[src/rtl/som_pkg.sv]
package som_pkg;

    localparam int unsigned IDX_W   = 16;
    localparam logic [IDX_W-1:0] IDX_MAX = '1;

    typedef enum logic {
        EV_READ  = 1'b0,
        EV_WRITE = 1'b1
    } ev_kind_e;

endpackage

[src/rtl/som_shadow.sv]
module som_shadow #(
    parameter int unsigned ADDR_W = 3,
    parameter int unsigned DATA_W = 4
) (
    input  logic              clk,
    input  logic              rst_n,
    input  logic              clr_i,
    input  logic              wr_en_i,
    input  logic [ADDR_W-1:0] addr_i,
    input  logic [DATA_W-1:0] wr_data_i,
    output logic [DATA_W-1:0] rd_value_o,
    output logic              rd_written_o
);

    localparam int unsigned DEPTH = 1 << ADDR_W;

    typedef struct packed {
        logic [DEPTH-1:0][DATA_W-1:0] val;
        logic [DEPTH-1:0]             written;
    } shadow_s;

    shadow_s state_d, state_q;

    always_comb begin
        state_d = state_q;
        if (clr_i) begin
            state_d.val     = '0;
            state_d.written = '0;
        end else if (wr_en_i) begin
            state_d.val[addr_i]     = wr_data_i;
            state_d.written[addr_i] = 1'b1;
        end
    end

    always_ff @(posedge clk or negedge rst_n) begin
        if (!rst_n) begin
            state_q <= '0;
        end else begin
            state_q <= state_d;
        end
    end

    assign rd_value_o   = state_q.val[addr_i];
    assign rd_written_o = state_q.written[addr_i];

endmodule

[src/rtl/som_reuse_map.sv]
module som_reuse_map #(
    parameter int unsigned ADDR_W = 3,
    parameter int unsigned DATA_W = 4
) (
    input  logic              clk,
    input  logic              rst_n,
    input  logic              clr_i,
    input  logic              set_en_i,
    input  logic [ADDR_W-1:0] addr_i,
    input  logic [DATA_W-1:0] data_i,
    output logic              seen_o
);

    localparam int unsigned DEPTH = 1 << ADDR_W;
    localparam int unsigned VALS  = 1 << DATA_W;

    typedef struct packed {
        logic [DEPTH-1:0][VALS-1:0] seen;
    } map_s;

    map_s state_d, state_q;

    always_comb begin
        state_d = state_q;
        if (clr_i) begin
            state_d.seen = '0;
        end else if (set_en_i) begin
            state_d.seen[addr_i][data_i] = 1'b1;
        end
    end

    always_ff @(posedge clk or negedge rst_n) begin
        if (!rst_n) begin
            state_q <= '0;
        end else begin
            state_q <= state_d;
        end
    end

    assign seen_o = state_q.seen[addr_i][data_i];

endmodule

[src/rtl/som_first_latch.sv]
module som_first_latch #(
    parameter int unsigned IDX_W  = 16,
    parameter int unsigned PROC_W = 2
) (
    input  logic              clk,
    input  logic              rst_n,
    input  logic              clr_i,
    input  logic              hit_i,
    input  logic [IDX_W-1:0]  idx_i,
    input  logic [PROC_W-1:0] proc_i,
    output logic              flag_o,
    output logic [IDX_W-1:0]  idx_o,
    output logic [PROC_W-1:0] proc_o
);

    typedef struct packed {
        logic              flag;
        logic [IDX_W-1:0]  idx;
        logic [PROC_W-1:0] proc;
    } first_s;

    first_s state_d, state_q;

    always_comb begin
        state_d = state_q;
        if (clr_i) begin
            state_d = '0;
        end else if (hit_i && !state_q.flag) begin
            state_d.flag = 1'b1;
            state_d.idx  = idx_i;
            state_d.proc = proc_i;
        end
    end

    always_ff @(posedge clk or negedge rst_n) begin
        if (!rst_n) begin
            state_q <= '0;
        end else begin
            state_q <= state_d;
        end
    end

    assign flag_o = state_q.flag;
    assign idx_o  = state_q.idx;
    assign proc_o = state_q.proc;

endmodule

[src/rtl/serial_order_monitor.sv]
module serial_order_monitor
    import som_pkg::*;
#(
    parameter int unsigned NUM_PROCS = 4,
    parameter int unsigned ADDR_W    = 3,
    parameter int unsigned DATA_W    = 4,
    localparam int unsigned PROC_W   = (NUM_PROCS > 1) ? $clog2(NUM_PROCS) : 1
) (
    input  logic              clk,
    input  logic              rst_n,
    input  logic              clear_i,
    input  logic              ev_valid_i,
    output logic              ev_ready_o,
    input  logic              ev_is_write_i,
    input  logic [PROC_W-1:0] ev_proc_i,
    input  logic [ADDR_W-1:0] ev_addr_i,
    input  logic [DATA_W-1:0] ev_data_i,
    output logic              viol_o,
    output logic [IDX_W-1:0]  viol_idx_o,
    output logic [PROC_W-1:0] viol_proc_o,
    output logic              ambig_o,
    output logic [IDX_W-1:0]  ambig_idx_o,
    output logic [PROC_W-1:0] ambig_proc_o
);

    typedef struct packed {
        logic [IDX_W-1:0] pos;
    } top_s;

    top_s state_d, state_q;

    logic              accept;
    logic              is_write;
    logic              wr_en;
    logic [DATA_W-1:0] last_val;
    logic              was_written;
    logic [DATA_W-1:0] legal_val;
    logic              seen;
    logic              read_bad;
    logic              reuse_hit;

    assign ev_ready_o = 1'b1;
    assign accept     = ev_valid_i && !clear_i;
    assign is_write   = (ev_kind_e'(ev_is_write_i) == EV_WRITE);
    assign wr_en      = accept && is_write;

    som_shadow #(
        .ADDR_W (ADDR_W),
        .DATA_W (DATA_W)
    ) u_shadow (
        .clk          (clk),
        .rst_n        (rst_n),
        .clr_i        (clear_i),
        .wr_en_i      (wr_en),
        .addr_i       (ev_addr_i),
        .wr_data_i    (ev_data_i),
        .rd_value_o   (last_val),
        .rd_written_o (was_written)
    );

    som_reuse_map #(
        .ADDR_W (ADDR_W),
        .DATA_W (DATA_W)
    ) u_reuse (
        .clk      (clk),
        .rst_n    (rst_n),
        .clr_i    (clear_i),
        .set_en_i (wr_en),
        .addr_i   (ev_addr_i),
        .data_i   (ev_data_i),
        .seen_o   (seen)
    );

    always_comb begin
        legal_val = was_written ? last_val : '0;
        read_bad  = accept && !is_write && (ev_data_i != legal_val);
        reuse_hit = wr_en && seen;
    end

    always_comb begin
        state_d = state_q;
        if (clear_i) begin
            state_d.pos = '0;
        end else if (accept && (state_q.pos != IDX_MAX)) begin
            state_d.pos = state_q.pos + 1'b1;
        end
    end

    always_ff @(posedge clk or negedge rst_n) begin
        if (!rst_n) begin
            state_q <= '0;
        end else begin
            state_q <= state_d;
        end
    end

    som_first_latch #(
        .IDX_W  (IDX_W),
        .PROC_W (PROC_W)
    ) u_viol (
        .clk    (clk),
        .rst_n  (rst_n),
        .clr_i  (clear_i),
        .hit_i  (read_bad),
        .idx_i  (state_q.pos),
        .proc_i (ev_proc_i),
        .flag_o (viol_o),
        .idx_o  (viol_idx_o),
        .proc_o (viol_proc_o)
    );

    som_first_latch #(
        .IDX_W  (IDX_W),
        .PROC_W (PROC_W)
    ) u_ambig (
        .clk    (clk),
        .rst_n  (rst_n),
        .clr_i  (clear_i),
        .hit_i  (reuse_hit),
        .idx_i  (state_q.pos),
        .proc_i (ev_proc_i),
        .flag_o (ambig_o),
        .idx_o  (ambig_idx_o),
        .proc_o (ambig_proc_o)
    );

endmodule

[config.mk]
export PLATFORM = sky130hd
export DESIGN_NAME = serial_order_monitor
export DESIGN_NICKNAME = d
export VERILOG_FILES = /design/src/rtl/som_pkg.sv /design/src/rtl/som_shadow.sv /design/src/rtl/som_reuse_map.sv /design/src/rtl/som_first_latch.sv /design/src/rtl/serial_order_monitor.sv
export SDC_FILE = /design/constraint.sdc
export NUM_CORES = 1
export LEC_CHECK = 0
export BUFFER_PORTS_ARGS = -buffer_cell sky130_fd_sc_hd__buf_2
export CORE_ASPECT_RATIO = 0.9
export CORE_MARGIN = 5
export CORE_UTILIZATION = 45
export CTS_BUF_LIST = sky130_fd_sc_hd__clkbuf_16
export DETAILED_ROUTE_END_ITERATION = 12
export PLACE_DENSITY = 0.63
export SETUP_SLACK_MARGIN = 0.1
export SYNTH_ARGS = -nofsm -noshare
export SYNTH_HDL_FRONTEND = slang
export SYNTH_SLANG_ARGS = --single-unit
[constraint.sdc]
create_clock -name clk -period 7 [get_ports clk]
set_input_delay 0.35 -clock clk [delete_from_list [all_inputs] [get_ports clk]]
set_output_delay 0.35 -clock clk [all_outputs]
set_load 0.1 [all_outputs]
# [Word level (Yosys, flattened, before mapping)]
# Cells that the tools add are included.
[op_classes] shift=0 n_mux=28 order_cmp=4 reduce_logical=18 bitwise=2 eq_ne=2 addsub=1 div=0 n_mul=0
[op_table] operator="2-to-1 mux 128 bit" n=2
[op_table] operator="bitwise OR 128 bit" n=1
[op_table] operator="2-to-1 mux 40 bit" n=2
[op_table] operator="2-to-1 mux 19 bit" n=4
[op_table] operator="2-to-1 mux 16 bit" n=4
[op_table] operator="binary-select mux 16 bit (select 3 bit)" n=1
[op_table] operator="demux 16 bit (select 3 bit)" n=1
[op_table] operator="bitwise mux 32 bit" n=1
[op_table] operator="adder 16 x 1 -> 16 bit, second input constant" n=1
[op_table] operator="!= test 16 bit, second input constant" n=1
[op_table] operator="binary-select mux 4 bit (select 3 bit)" n=1
[op_table] operator="demux 4 bit (select 3 bit)" n=1
[op_table] operator="2-to-1 mux 4 bit" n=3
[op_table] operator="logical AND 1 bit" n=10
[op_table] operator="bitwise OR 8 bit" n=1
[op_table] operator="nonzero test 2 bit" n=4
[op_table] operator="less-than comparator 4 x 5 -> 1 bit, second input constant" n=1
[op_table] operator="binary-select mux 1 bit (select 4 bit)" n=1
[op_table] operator="demux 1 bit (select 4 bit)" n=1
[op_table] operator="greater-or-equal comparator 4 x 1 -> 1 bit, second input constant" n=1
[op_table] operator="logical NOT 1 bit" n=4
[op_table] operator="less-than comparator 3 x 4 -> 1 bit, second input constant" n=1
[op_table] operator="2-to-1 mux 1 bit" n=4
[op_table] operator="!= test 4 bit" n=1
[op_table] operator="3 further kinds" n=3
[word_totals] out_inout_bits=39 ram_bits=0 n_memories=0 ff_bits=222 in_bits=14 rom_bits=0 latchBits=0 elab_cells=79

# [Longest topological paths before layout]
# Gate-level depths: netlist (run 1).
[logic_depth] ltp_word=9 depth_mapped=12 depth_no_buf=8

# [Modules after synthesis]
# Synthesis (run 1) repeated with hierarchy kept, for this count alone.
[hier_totals] hier_cells=1072 area_unflattened_um2=11083.1
[by_module_without_submodules] module="som_reuse_map" cells_each=608 area_per_inst_um2=5903.2 n_inst=1 seq_area_each_um2=3203.1
[by_module_without_submodules] module="som_shadow" cells_each=176 area_per_inst_um2=2083.2 n_inst=1 seq_area_each_um2=1001.0
[by_module_without_submodules] module="som_first_latch" cells_each=85 area_per_inst_um2=999.7 n_inst=2 seq_area_each_um2=475.5
[by_module_without_submodules] module="serial_order_monitor" cells_each=118 area_per_inst_um2=1097.3 n_inst=1 seq_area_each_um2=400.4

# [Worst setup path before layout (run 1)]
# OpenSTA, ideal clock, no wires.
[synth_path] path_type="input port to flip-flop" from="input ev_addr_i[2]" to="register u_viol.state_q (netlist bit u_viol.idx_o[15])" setup_time_ns=0.128 stages=9 t_required_ns=6.872 path_buffers=2 arrival_ns=2.395 path_slack_ns=4.477 cell_sequence="buf_2 -> mux2i_1 -> a211oi_1 -> or4_4 -> a2111oi_4 -> a211oi_2 -> o211ai_2 -> buf_6 -> mux2_1"
[synth_via] elab_chain_cells=7 elab_cells_between_ends=9 classes_between="eq/ne: 1; mux: 5; reduce/logical: 3"
[synth_rtl] item="start: declaration" line_no="serial_order_monitor.sv:16" source="input logic [ADDR_W-1:0] ev_addr_i,"
[synth_rtl] item="binary-select mux 4 bit (select 3 bit) or binary-select mux 1 bit (select 3 bit) (tied branches)" line_no="som_shadow.sv:43, som_shadow.sv:44"
[synth_rtl] item="2-to-1 mux 4 bit (not written as such) or 2-to-1 mux 1 bit (tied branches)" line_no="som_shadow.sv:43, som_shadow.sv:44"
[synth_rtl] item="2-to-1 mux 4 bit *" line_no="serial_order_monitor.sv:75" source="legal_val = was_written ? last_val : '0;"
[synth_rtl] item="!= test 4 bit *" line_no="serial_order_monitor.sv:76" source="read_bad = accept && !is_write && (ev_data_i != legal_val);"
[synth_rtl] item="logical AND 1 bit *" line_no="serial_order_monitor.sv:76"
[synth_rtl] item="logical AND 1 bit *" line_no="som_first_latch.sv:28" source="end else if (hit_i && !state_q.flag) begin"
[synth_rtl] item="nonzero test 2 bit (no line) *"
[synth_rtl] item="end signal: assignment" line_no="som_first_latch.sv:39" source="state_q <= state_d;"
[synth_rtl] item="end: declaration" line_no="som_first_latch.sv:22" source="first_s state_d, state_q;"
# Every way passes the cells marked *; elsewhere a longest branch is shown, timed or not. The select of a mux whose other input is x is not followed.
# A chain may end at the register's enable or synchronous reset.

# [Worst setup path after layout (run 1)]
[layout_path] from="input ev_addr_i[0]" to="register u_ambig.state_q (netlist bit u_ambig.proc_o[0])"
[layout_via] elab_chain_cells=7
[layout_rtl] item="binary-select mux 16 bit (select 3 bit)" line_no="som_reuse_map.sv:40" source="assign seen_o = state_q.seen[addr_i][data_i];"
[layout_rtl] item="2-to-1 mux 16 bit (not written as such)" line_no="som_reuse_map.sv:40"
[layout_rtl] item="binary-select mux 1 bit (select 4 bit)" line_no="som_reuse_map.sv:40"
[layout_rtl] item="2-to-1 mux 1 bit (not written as such)" line_no="som_reuse_map.sv:40"
[layout_rtl] item="logical AND 1 bit" line_no="serial_order_monitor.sv:77" source="reuse_hit = wr_en && seen;"
[layout_rtl] item="logical AND 1 bit" line_no="som_first_latch.sv:28"
[layout_rtl] item="nonzero test 2 bit (no line)"
[layout_rtl] item="end signal: assignment" line_no="som_first_latch.sv:39"
[layout_rtl] item="end: declaration" line_no="som_first_latch.sv:22"
# No other way between the ends. The select of a mux whose other input is x is not followed.

==> results.yml, run 1 <==
outcome:
  outcome: "finished, final reports clean"
global_route:
  antenna_found_initial: 0
  grt_pass1_vias: 7409
  grt.overflow.total: 0
  grt_max_degree: 117
  grt_pass1_wl_um: 41390
  grt_use_total: 0.1962
pwr:
  p_total_mw: 2.671
  pwr_density_cell_mw_per_mm2: 234.6
  power_leakage_nw: 5.310
  vdd_ir_drop_max_mv: 0.1451
synthesis:
  synth_edf_count: 0
  synth_top_cell_area_share: 0.5433
  ys_seq_area_frac: 0.5433
  syn_area_per_cell_sq_um: 10.18
  synth_flop_cell: "dfrtp_1"
  ys_types: 52
  synth_top_cell_by_area: "dfrtp_1"
  netlist_top_cells_area: "dfrtp_1 54%, mux2i_1 12%, nor2_1 8.2%"
  synthCells: 1004
  synth_warnings: 0
  syn_nets: 1019
  synth.ff_latch_count: 222
  ys_async_sr_fraction: 1.000
  synth_area_sq_mm: 0.01022
timing:
  fmax_mhz: 303.9
  fin_tns_setup_ns: 0
  tightest_slew_ns: 1.151
  setup_viol: 0
  finalHoldViolations: 0
  hold_slack_ns: 0.06494
  grt_setup_unrepaired: "false"
  slew_headroom: 0.2320
  fin_crit_sh: 0.4700
  fin_worst_skew_ns: 0.007448
  fin_crit_ns: 3.290
  slew_violations: 0
finish:
  syn2layout_area_growth_pct: 11.36
  nFillCells: 2093
  drive_above_1_share: 0.1197
  final_cell_mix: "222 x dfrtp_1, 215 x nor2_1, 135 x a21oi_1"
  fin_cells: 1341
  n_antenna_cell: 0
  final_common_cell: "dfrtp_1"
  regArea_sq_mm: 0.005555
  multiInputGateArea_sq_mm: 0.004262
  final_nets: 1042
clock_tree:
  cts_buffer_depth: 3
  cts_inserted_buffers: 25
  cts-root-buf: "clkbuf_16"
  cts_resized: 0
  htreeDepth: 1
  worstSkewPairLatency_ns: 0.51
  clkSinkCount: 222
  clkSlewWorstSetupHoldPaths_ns: 0.06
  cts_tree: "done"
placement:
  post-dp-hpwl_um: 15230
  place_inst: 1296
  gp_congestion: 0.7981
  port_buffers: 51
detailed_routing:
  vias: 7536
  firstDrtPassIters: 4
  antenna_left: 0
  drt_iter0_markers: 592
  routed_wl_um: 25710
  drcViolationCount: 0
  avgRoutedWirePerCell_um: 19.17
  via_per_inst: 5.620
critical_path:
  crit_required_ns: 7.35
  critPathBufInv: 3
  cp_cell_sequence: "buf_4 > buf_4 > mux2i_1 > o22ai_1 > o21ai_1 > a41oi_1 > o41ai_4 > buf_4 > mux2i_1 > nor2_1"
  r2r_start: "u_shadow.state_q[39]"
  reg2reg_to: "u_viol.proc_o[1]"
  crit_path_top_delay_cell: "buf_4"
  crit_path_max_incr_delay_ns: 0.78
  reg2reg_depth: 8
  reg2reg_slack_ns: 4.32
  cp_max_fo: 50
  crit_path_frequent_cell: "buf_4"
  crit_type: "in2reg"
  critPathLaunchType: "input port"
  endpoint_kind: "flip-flop"
  crit_family: "buffers and inverters"
  arrival_ns: 3.64
min_path:
  worstHoldEndpoint: "u_viol.proc_o[0]"
  hold_depth: 2
  hold_class: "in2reg"
  hp-start: "ev_proc_i[0]"
die:
  core-area_sq_mm: 0.02245
  dieWidth_um: 168.9
  num_rows: 52
  io_pins: 53
  die_area_sq_mm: 0.02584
  dieHeight_um: 153
  initial_utilization: 0.4555
job:
  maxCapViolations: 0
final cells by class:
type / instances / area share
Clock buffer: 25 / 0.05495
Timing Repair Buffer: 67 / 0.03484
Inverter: 18 / 0.005934
Tap cell: 297 / 0.03264
Sequential cell: 222 / 0.4879
Clock inverter: 19 / 0.009451
Multi-Input combinational cell: 693 / 0.3743
power by group:
part	internal [mW]	total (mW)	switching, mW
registers	1.30	1.30	0.00746
clock network	0.680	1.18	0.502
logic	0.0462	0.187	0.141
total	2.02	2.67	0.650
synth_stat cells, types with 10 or more instances:
cell	instances
nand2b_1	25
o21ai_1	24
clkbuf_1	46
nand3b_1	17
dfrtp_1	222
xnor2_1	10
nor2_1	223
inv_1	17
nor3_1	13
nand2_1	11
o22ai_1	33
a21oi_1	135
mux2i_1	126
metrics by stage:
step / worst slack [ns] / utilization / area (sq um)
floorplan: 4.477 / - / 10220
global placement: 3.286 / 0.4741 / 10640
detailed placement: 3.231 / 0.4741 / 10640
CTS: 3.770 / 0.5072 / 11390
global route: 3.567 / 0.5072 / 11390
finish: 3.710 / 0.5072 / 11390
per-layer routing:
layer | global-route usage | vias to the layer above | routed length [um] | share of wire
li1 | - | 3514 | - | -
met1 | 0.2905 | 3811 | 12100 | 0.47
met2 | 0.3056 | 167 | 11910 | 0.46
met3 | 0.02763 | 44 | 1132 | 0.044
met4 | 0.04946 | 0 | 572 | 0.022
met5 | 0 | - | 0 | 0
worst max path at each step:
stage            startpoint           endpoint  depth (start not counted)
3_5_place_dp   ev_addr_i[0]  u_ambig.proc_o[0]                         10
5_1_grt        ev_addr_i[0]   u_ambig.idx_o[8]                         10
6_report       ev_addr_i[0]  u_ambig.proc_o[0]                         10
4_1_cts        ev_addr_i[0]  u_ambig.proc_o[0]                         10
3_3_place_gp   ev_addr_i[0]   u_ambig.idx_o[1]                         10
2_1_floorplan  ev_addr_i[2]   u_viol.idx_o[15]                          9
registers in the layout (all words and copies together), names as in the netlist:
register / count
u_shadow.state_q: 40
u_ambig.proc_o: 2
u_ambig.idx_o: 16
u_ambig.flag_o: 1
u_viol.proc_o: 2
state_q: 16
u_reuse.state_q: 128
u_viol.flag_o: 1
u_viol.idx_o: 16
cell families after synthesis:
group	after synthesis	synth area share
compound gates	222	0.1238
xor+xnor	11	0.009422
fa+ha+maj	1	0.001223
buf+inv	89	0.04295
flops	222	0.5433
mux	135	0.1379
other cells	1	0.0003668
simple gates	323	0.1410
what timing repair did:
item                                   4_1_cts  5_1_grt
endpoints found under the hold margin       96        0
buffers inserted                             0        0
hold buffers                                 1        0
(Power assumes the default switching activity.)
==> run 2, diff against run 1 <==
==> constraint.sdc (replaced) <==
create_clock -name clk -period 3.3 [get_ports clk]
set_input_delay 0.165 -clock clk [delete_from_list [all_inputs] [get_ports clk]]
set_output_delay 0.165 -clock clk [all_outputs]
set_load 0.1 [all_outputs]
==> run 2 against run 1 <==
Against the previous run:
- core utilization rose by 0.96 points
- die area did not move
- highest routed layer unchanged
- critical endpoint is now u_viol.idx_o[8]
- global-route usage fell by 0.12 points
- largest cell class unchanged
- final cell count rose by 1.4%
==> results.yml, run 2 (synthesized netlist as in run 1, its figures left out) <==
detailed_routing:
  via_per_inst: 5.562
  drt_iter0_markers: 778
  routed_wl_um: 25150
  wl_met2_um: 11470
  antenna_left: 0
  vias: 7564
  wl_met1_um: 12060
  drcViolationCount: 0
  avgRoutedWirePerCell_um: 18.49
  top_layer_used: "met4"
  met3_length_um: 1102
  firstDrtPassIters: 5
critical_path:
  arrival_ns: 2.93
  crit_required_ns: 3.71
  crit_path_top_delay_cell: "or4_4"
  cp_cell_sequence: "mux2i_1 > a211oi_1 > or4_4 > a2111oi_4 > a211oi_2 > o211ai_2 > buf_12 > mux2_1"
  crit_path_max_incr_delay_ns: 0.55
  crit_type: "reg2reg"
  critPathLaunchType: "flip-flop"
  endpoint_kind: "flip-flop"
  cp_max_fo: 18
global_route:
  grt_pass1_wl_um: 41720
  grt_pass1_vias: 7515
  grt_max_degree: 121
  grt.overflow.total: 0
  grt_use_total: 0.1950
  antenna_found_initial: 0
clock_tree:
  cts_resized: 0
  cts_inserted_buffers: 24
  htreeDepth: 1
  cts_tree: "done"
  cts-root-buf: "clkbuf_16"
  clkSinkCount: 222
  cts_buffer_depth: 3
  cts_setup_buffers: 0
  clkSlewWorstSetupHoldPaths_ns: 0.06
  worstSkewPairLatency_ns: 0.52
finish:
  nFillCells: 2071
  drive_above_1_share: 0.1326
  regArea_sq_mm: 0.005555
  largest_registers: "u_reuse.state_q: 128 flops, u_shadow.state_q: 40 flops"
  max_flop_register: "u_reuse.state_q"
  fin_cells: 1360
  multiInputGateArea_sq_mm: 0.004257
  final_nets: 1061
  syn2layout_area_growth_pct: 13.47
  largest_reg_flops: 128
  final_cell_mix: "222 x dfrtp_1, 217 x nor2_1, 135 x a21oi_1"
  n_antenna_cell: 0
  final_common_cell: "dfrtp_1"
pwr:
  power_frac_seq: 0.488
  net-switching-power_mw: 1.395
  power_frac_comb: 0.072
  p_clk_frac: 0.439
  vdd_ir_drop_max_mv: 0.3461
  intPower_mw: 4.262
  p_sw_frac: 0.2465
  pwr_density_cell_mw_per_mm2: 487.6
  power_leakage_nw: 5.432
timing:
  slew_headroom: 0.3627
  fin_tns_setup_ns: 0
  grt_setup_unrepaired: "false"
  fin_crit_ns: 2.520
  slew_violations: 0
  finalHoldViolations: 0
  tightest_slew_ns: 0.9486
  fmax_mhz: 396.8
  fin_crit_sh: 0.7638
  setup_viol: 0
  fin_worst_skew_ns: 0.01457
die:
  dieWidth_um: 168.9
  io_pins: 53
  num_rows: 52
  core-area_sq_mm: 0.02245
  die_area_sq_mm: 0.02584
  dieHeight_um: 153
  initial_utilization: 0.4555
placement:
  port_buffers: 51
  post-dp-hpwl_um: 16430
  gp_congestion: 0.8099
  place_inst: 1313
outcome:
  outcome: "finished, final reports clean"
job:
  maxCapViolations: 0
min_path:
  hold_class: "in2reg"
-- run 2: cell types whose count changed in the layout (fill, tap and decap cells not counted), sizes merged --
| cell | previous run | this run |
|---|---|---|
| clkbuf | 25 | 24 |
| dlygate4sd3 | 1 | 4 |
| buf | 66 | 83 |
| inv | 24 | 23 |
| clkinv | 12 | 13 |
-- run 2: what timing repair did --
action | in CTS | in global routing
hold endpoints to repair | 121 | 0
hold buffers | 4 | 0
setup endpoints to repair | 0 | 0
-- run 2: path summary, 6_finish.rpt --
check                           cells past startpoint                    to            startpoint  slack [ns]
worst min-delay path                                2            state_q[4]               clear_i        0.07
max in group asynchronous                           3   u_reuse.state_q[35]                 rst_n        2.07
worst min register to register                      2   u_reuse.state_q[78]   u_reuse.state_q[78]        0.49
worst max register to register                      8       u_viol.idx_o[8]  u_shadow.state_q[39]        0.78
worst max-delay path                                8       u_viol.idx_o[8]  u_shadow.state_q[39]        0.78
min in group asynchronous                           2  u_shadow.state_q[29]                 rst_n        0.32
-- run 2: metrics by stage --
stage | setup slack [ns] | hold slack (ns) | instance area, sq um | power, mW | utilization
floorplan | 0.9622 | -0.1306 | 10220 | 3.066 | -
global placement | 0.5833 | 0.3425 | 10840 | 3.219 | 0.4829
detailed placement | 0.5032 | 0.3377 | 10840 | 3.221 | 0.4829
CTS | 0.7715 | 0.06119 | 11600 | 5.709 | 0.5169
global route | 0.6095 | 0.08979 | 11600 | 5.859 | 0.5169
finish | 0.7796 | 0.06525 | 11600 | 5.657 | 0.5169
-- run 2: worst max-delay path, delay by kind of cell (launching register included) --
family	cells	cell delay, ns
AND/OR/NAND/NOR	1	0.55
multiplexers	2	0.49
buffers and inverters	1	0.21
AO/OA/AOI/OAI	4	0.78
flip-flops	1	0.38
-- run 2: cell type report --
cell class / instances / area share
clock buffers: 24 / 0.05176
clock inverters: 19 / 0.01046
inverters: 18 / 0.005823
multi-input cells: 693 / 0.3669
flip-flops and latches: 222 / 0.4788
well taps: 297 / 0.03203
repair buffers: 87 / 0.05424
-- run 2: power by group through the flow --
| stage | sequential [mW] | combinational [mW] | clock, mW |
|---|---|---|---|
| 5_1_grt | 2.76 | 0.449 | 2.65 |
| 3_3_place_gp | 2.81 | 0.406 | 0 |
| 6_report | 2.76 | 0.409 | 2.48 |
| 2_1_floorplan | 2.83 | 0.239 | 0 |
| 3_5_place_dp | 2.81 | 0.409 | 0 |
| 4_1_cts | 2.76 | 0.413 | 2.53 |
-- run 2: layer usage --
layer	global-route usage	vias to the layer above
met4	0.04444	0
met5	0	-
met1	0.2973	3790
met3	0.02479	35
met2	0.2987	182
li1	-	3557
==> run 3, diff against run 2 <==
--- a/config.mk
+++ b/config.mk
@@ -5,13 +5,14 @@
 export SDC_FILE = /design/constraint.sdc
 export NUM_CORES = 1
 export LEC_CHECK = 0
+export ABC_AREA = 1
 export BUFFER_PORTS_ARGS = -buffer_cell sky130_fd_sc_hd__buf_2
 export CORE_ASPECT_RATIO = 0.9
 export CORE_MARGIN = 5
 export CORE_UTILIZATION = 45
 export CTS_BUF_LIST = sky130_fd_sc_hd__clkbuf_16
 export DETAILED_ROUTE_END_ITERATION = 12
-export PLACE_DENSITY = 0.63
+export PLACE_DENSITY = 0.65
 export SETUP_SLACK_MARGIN = 0.1
 export SYNTH_ARGS = -nofsm -noshare
 export SYNTH_HDL_FRONTEND = slang
==> constraint.sdc (replaced) <==
create_clock -name clk -period 2.1 [get_ports clk]
set_input_delay 0.105 -clock clk [delete_from_list [all_inputs] [get_ports clk]]
set_output_delay 0.105 -clock clk [all_outputs]
set_load 0.1 [all_outputs]
==> run 3 against run 2 <==
Against the previous run:
- final cell count up 33%
- count of clock-buffer cells in the layout is 1 higher
- maximum frequency up 35%
- sequential share of layout area down 3.7 points
- critical path depth is 5 higher
- critical endpoint is now state_q[14]
==> results.yml, run 3 <==
outcome:
  outcome: "finished, final reports clean"
finish:
  largest_registers: "u_reuse.state_q: 128 flops, u_shadow.state_q: 40 flops"
  final_cell_mix: "451 x nand2_1, 222 x dfrtp_1, 193 x inv_1"
  syn2layout_area_growth_pct: 16.71
  max_flop_register: "u_reuse.state_q"
  final_nets: 1507
  final_util: 0.5357
  drive_above_1_share: 0.1220
  final_common_cell: "nand2_1"
  n_antenna_cell: 0
  largest_reg_flops: 128
critical_path:
  cp_max_fo: 4
  endpoint_kind: "flip-flop"
  critPathBufInv: 1
  reg2reg_slack_ns: 0.23
  crit_path_top_delay_cell: "dfrtp_1"
  crit_type: "reg2reg"
  crit_family: "simple AND/OR/NAND/NOR gates"
  cp_cell_sequence: "ha_4 > nand3_4 > nor2_4 > nand2_2 > nor2_2 > nand2_1 > nand2_2 > buf_6 > nor3_2 > and2_1 > nand2_1 > o21ai_0 > a21oi_1"
  crit_path_max_incr_delay_ns: 0.42
  critPathLaunchType: "flip-flop"
  crit_required_ns: 2.50
  arrival_ns: 2.27
global_route:
  grt.overflow.total: 0
  antenna_found_initial: 0
  grt_pass1_wl_um: 48210
  grt_use_total: 0.2141
  grt_pass1_vias: 9294
  grt_max_degree: 74
synthesis:
  synth_top_cell_area_share: 0.5156
  netlist_top_cells_count: "455 x nand2_1, 222 x dfrtp_1, 190 x inv_1, 143 x a21oi_1, 113 x nand3_1"
  synth_top_cell_by_area: "dfrtp_1"
  synth.ff_latch_count: 222
  synthCells: 1420
  synth_warnings: 0
  yosys.cell_count.top_type: "nand2_1"
  ys_types: 34
  netlist_top_cells_area: "dfrtp_1 52%, nand2_1 16%, a21oi_1 6.6%"
  ys_seq_area_frac: 0.5156
  ys_async_sr_fraction: 1.000
  synth_area_sq_mm: 0.01077
  synth_flop_cell: "dfrtp_1"
  syn_area_per_cell_sq_um: 7.587
  synth_edf_count: 0
  syn_nets: 1435
die:
  core-area_sq_mm: 0.02348
  dieWidth_um: 173.1
  die_area_sq_mm: 0.02714
  io_pins: 53
  dieHeight_um: 156.8
  num_rows: 53
  initial_utilization: 0.4590
pwr:
  pwr_density_cell_mw_per_mm2: 731.6
  p_clk_frac: 0.434
  vdd_ir_drop_max_mv: 0.5356
  power_leakage_nw: 6.180
  net-switching-power_mw: 2.380
  power_frac_seq: 0.472
  p_sw_frac: 0.2587
  intPower_mw: 6.820
  p_total_mw: 9.200
  power_frac_comb: 0.095
clock_tree:
  clkSlewWorstSetupHoldPaths_ns: 0.06
  clkSinkCount: 222
  cts_buffer_depth: 3
  cts_tree: "done"
  htreeDepth: 1
  cts_inserted_buffers: 25
  cts-root-buf: "clkbuf_16"
  worstSkewPairLatency_ns: 0.52
timing:
  finalHoldViolations: 0
  hold_slack_ns: 0.06496
  fmax_mhz: 533.8
  grt_setup_unrepaired: "false"
  fin_crit_sh: 0.8920
  slew_headroom: 0.5661
  setup_viol: 0
  fin_worst_skew_ns: 0.01316
  fin_crit_ns: 1.873
  slew_violations: 0
  tightest_slew_ns: 0.6508
detailed_routing:
  firstDrtPassIters: 6
  avgRoutedWirePerCell_um: 16.19
  via_per_inst: 5.210
  drt_iter0_markers: 797
  vias: 9430
  drcViolationCount: 0
  antenna_left: 0
  routed_wl_um: 29310
job:
  maxCapViolations: 0
min_path:
  hold_class: "in2async"
placement:
  post-dp-hpwl_um: 18490
  port_buffers: 51
  gp_congestion: 0.8719
[run 3: cell count changes after synthesis, moves of 13 or more]
cell and change:
nor2_1 -136, mux2i_1 -126, o22ai_1 -23, inv_1 +173
o21ai_0 +44, nand3_1 +104, o21ai_1 -13, nand2_1 +444
clkbuf_1 -15, nand3b_1 -17, nand2b_1 -25, nand4_1 +18
[run 3: power groups by stage]
stage	clock network [mW]	logic (mW)	registers (mW)
final	3.99	0.871	4.34
after global routing	4.24	0.962	4.34
after CTS	4.05	0.853	4.34
after detailed placement	0	0.844	4.41
after global placement	0	0.841	4.41
after floorplan	0	0.444	4.45
[run 3: per-stage QoR]
| step | cell area (sq um) | cells | setup TNS [ns] | worst slack [ns] |
|---|---|---|---|---|
| floorplan | 10770 | 1420 | 0 | 0.2299 |
| global placement | 11670 | 1760 | 0 | 0.01425 |
| detailed placement | 11670 | 1760 | -0.002278 | -0.002278 |
| CTS | 12440 | 1806 | 0 | 0.1009 |
| global route | 12570 | 1810 | 0 | 0.09788 |
| finish | 12570 | 1810 | 0 | 0.2267 |
[run 3: repair_timing]
action	CTS	global route
hold buffers	3	0
pin swaps	0	5
endpoints found under the hold margin	226	0
buffers inserted	0	4
gates resized for setup	3	29
setup endpoints to repair	4	46
gates cloned	0	1
[run 3: logic make-up after synthesis]
kind of cell	synth area share
buffers and inverters	0.1035
flip-flops	0.5156
adder cells (fa/ha/maj)	0.001161
AO/OA/AOI/OAI	0.1078
other	0.0003481
AND/OR/NAND/NOR	0.2716
[run 3: layout make-up]
class                      count  area, sq um
sequential                   222         5555
tap                          302        377.9
clock buffer                  25        625.6
multi-input combinational    931         4219
timing repair buffer         114        945.9
fill                        2283        10900
clock inverter                18        105.1
inverter                     198        745.7
[run 3: per-layer routing]
layer  vias to the layer above  routed length, um  track usage
li1                       4608                  -            -
met1                      4522              13430       0.3106
met2                       256              13570       0.3501
met3                        44               1802      0.02778
met4                         0                505      0.04331
met5                         -                  0            0
[run 3: worst paths after layout]
check,startpoint,to,cells past startpoint
worst max-delay path,state_q[0],state_q[14],13
worst min-delay path,rst_n,u_reuse.state_q[31],2
worst max register to register,state_q[0],state_q[14],13
worst min register to register,u_shadow.state_q[21],u_shadow.state_q[21],2
max in group asynchronous,rst_n,u_ambig.flag_o,3
min in group clk,clear_i,state_q[5],6
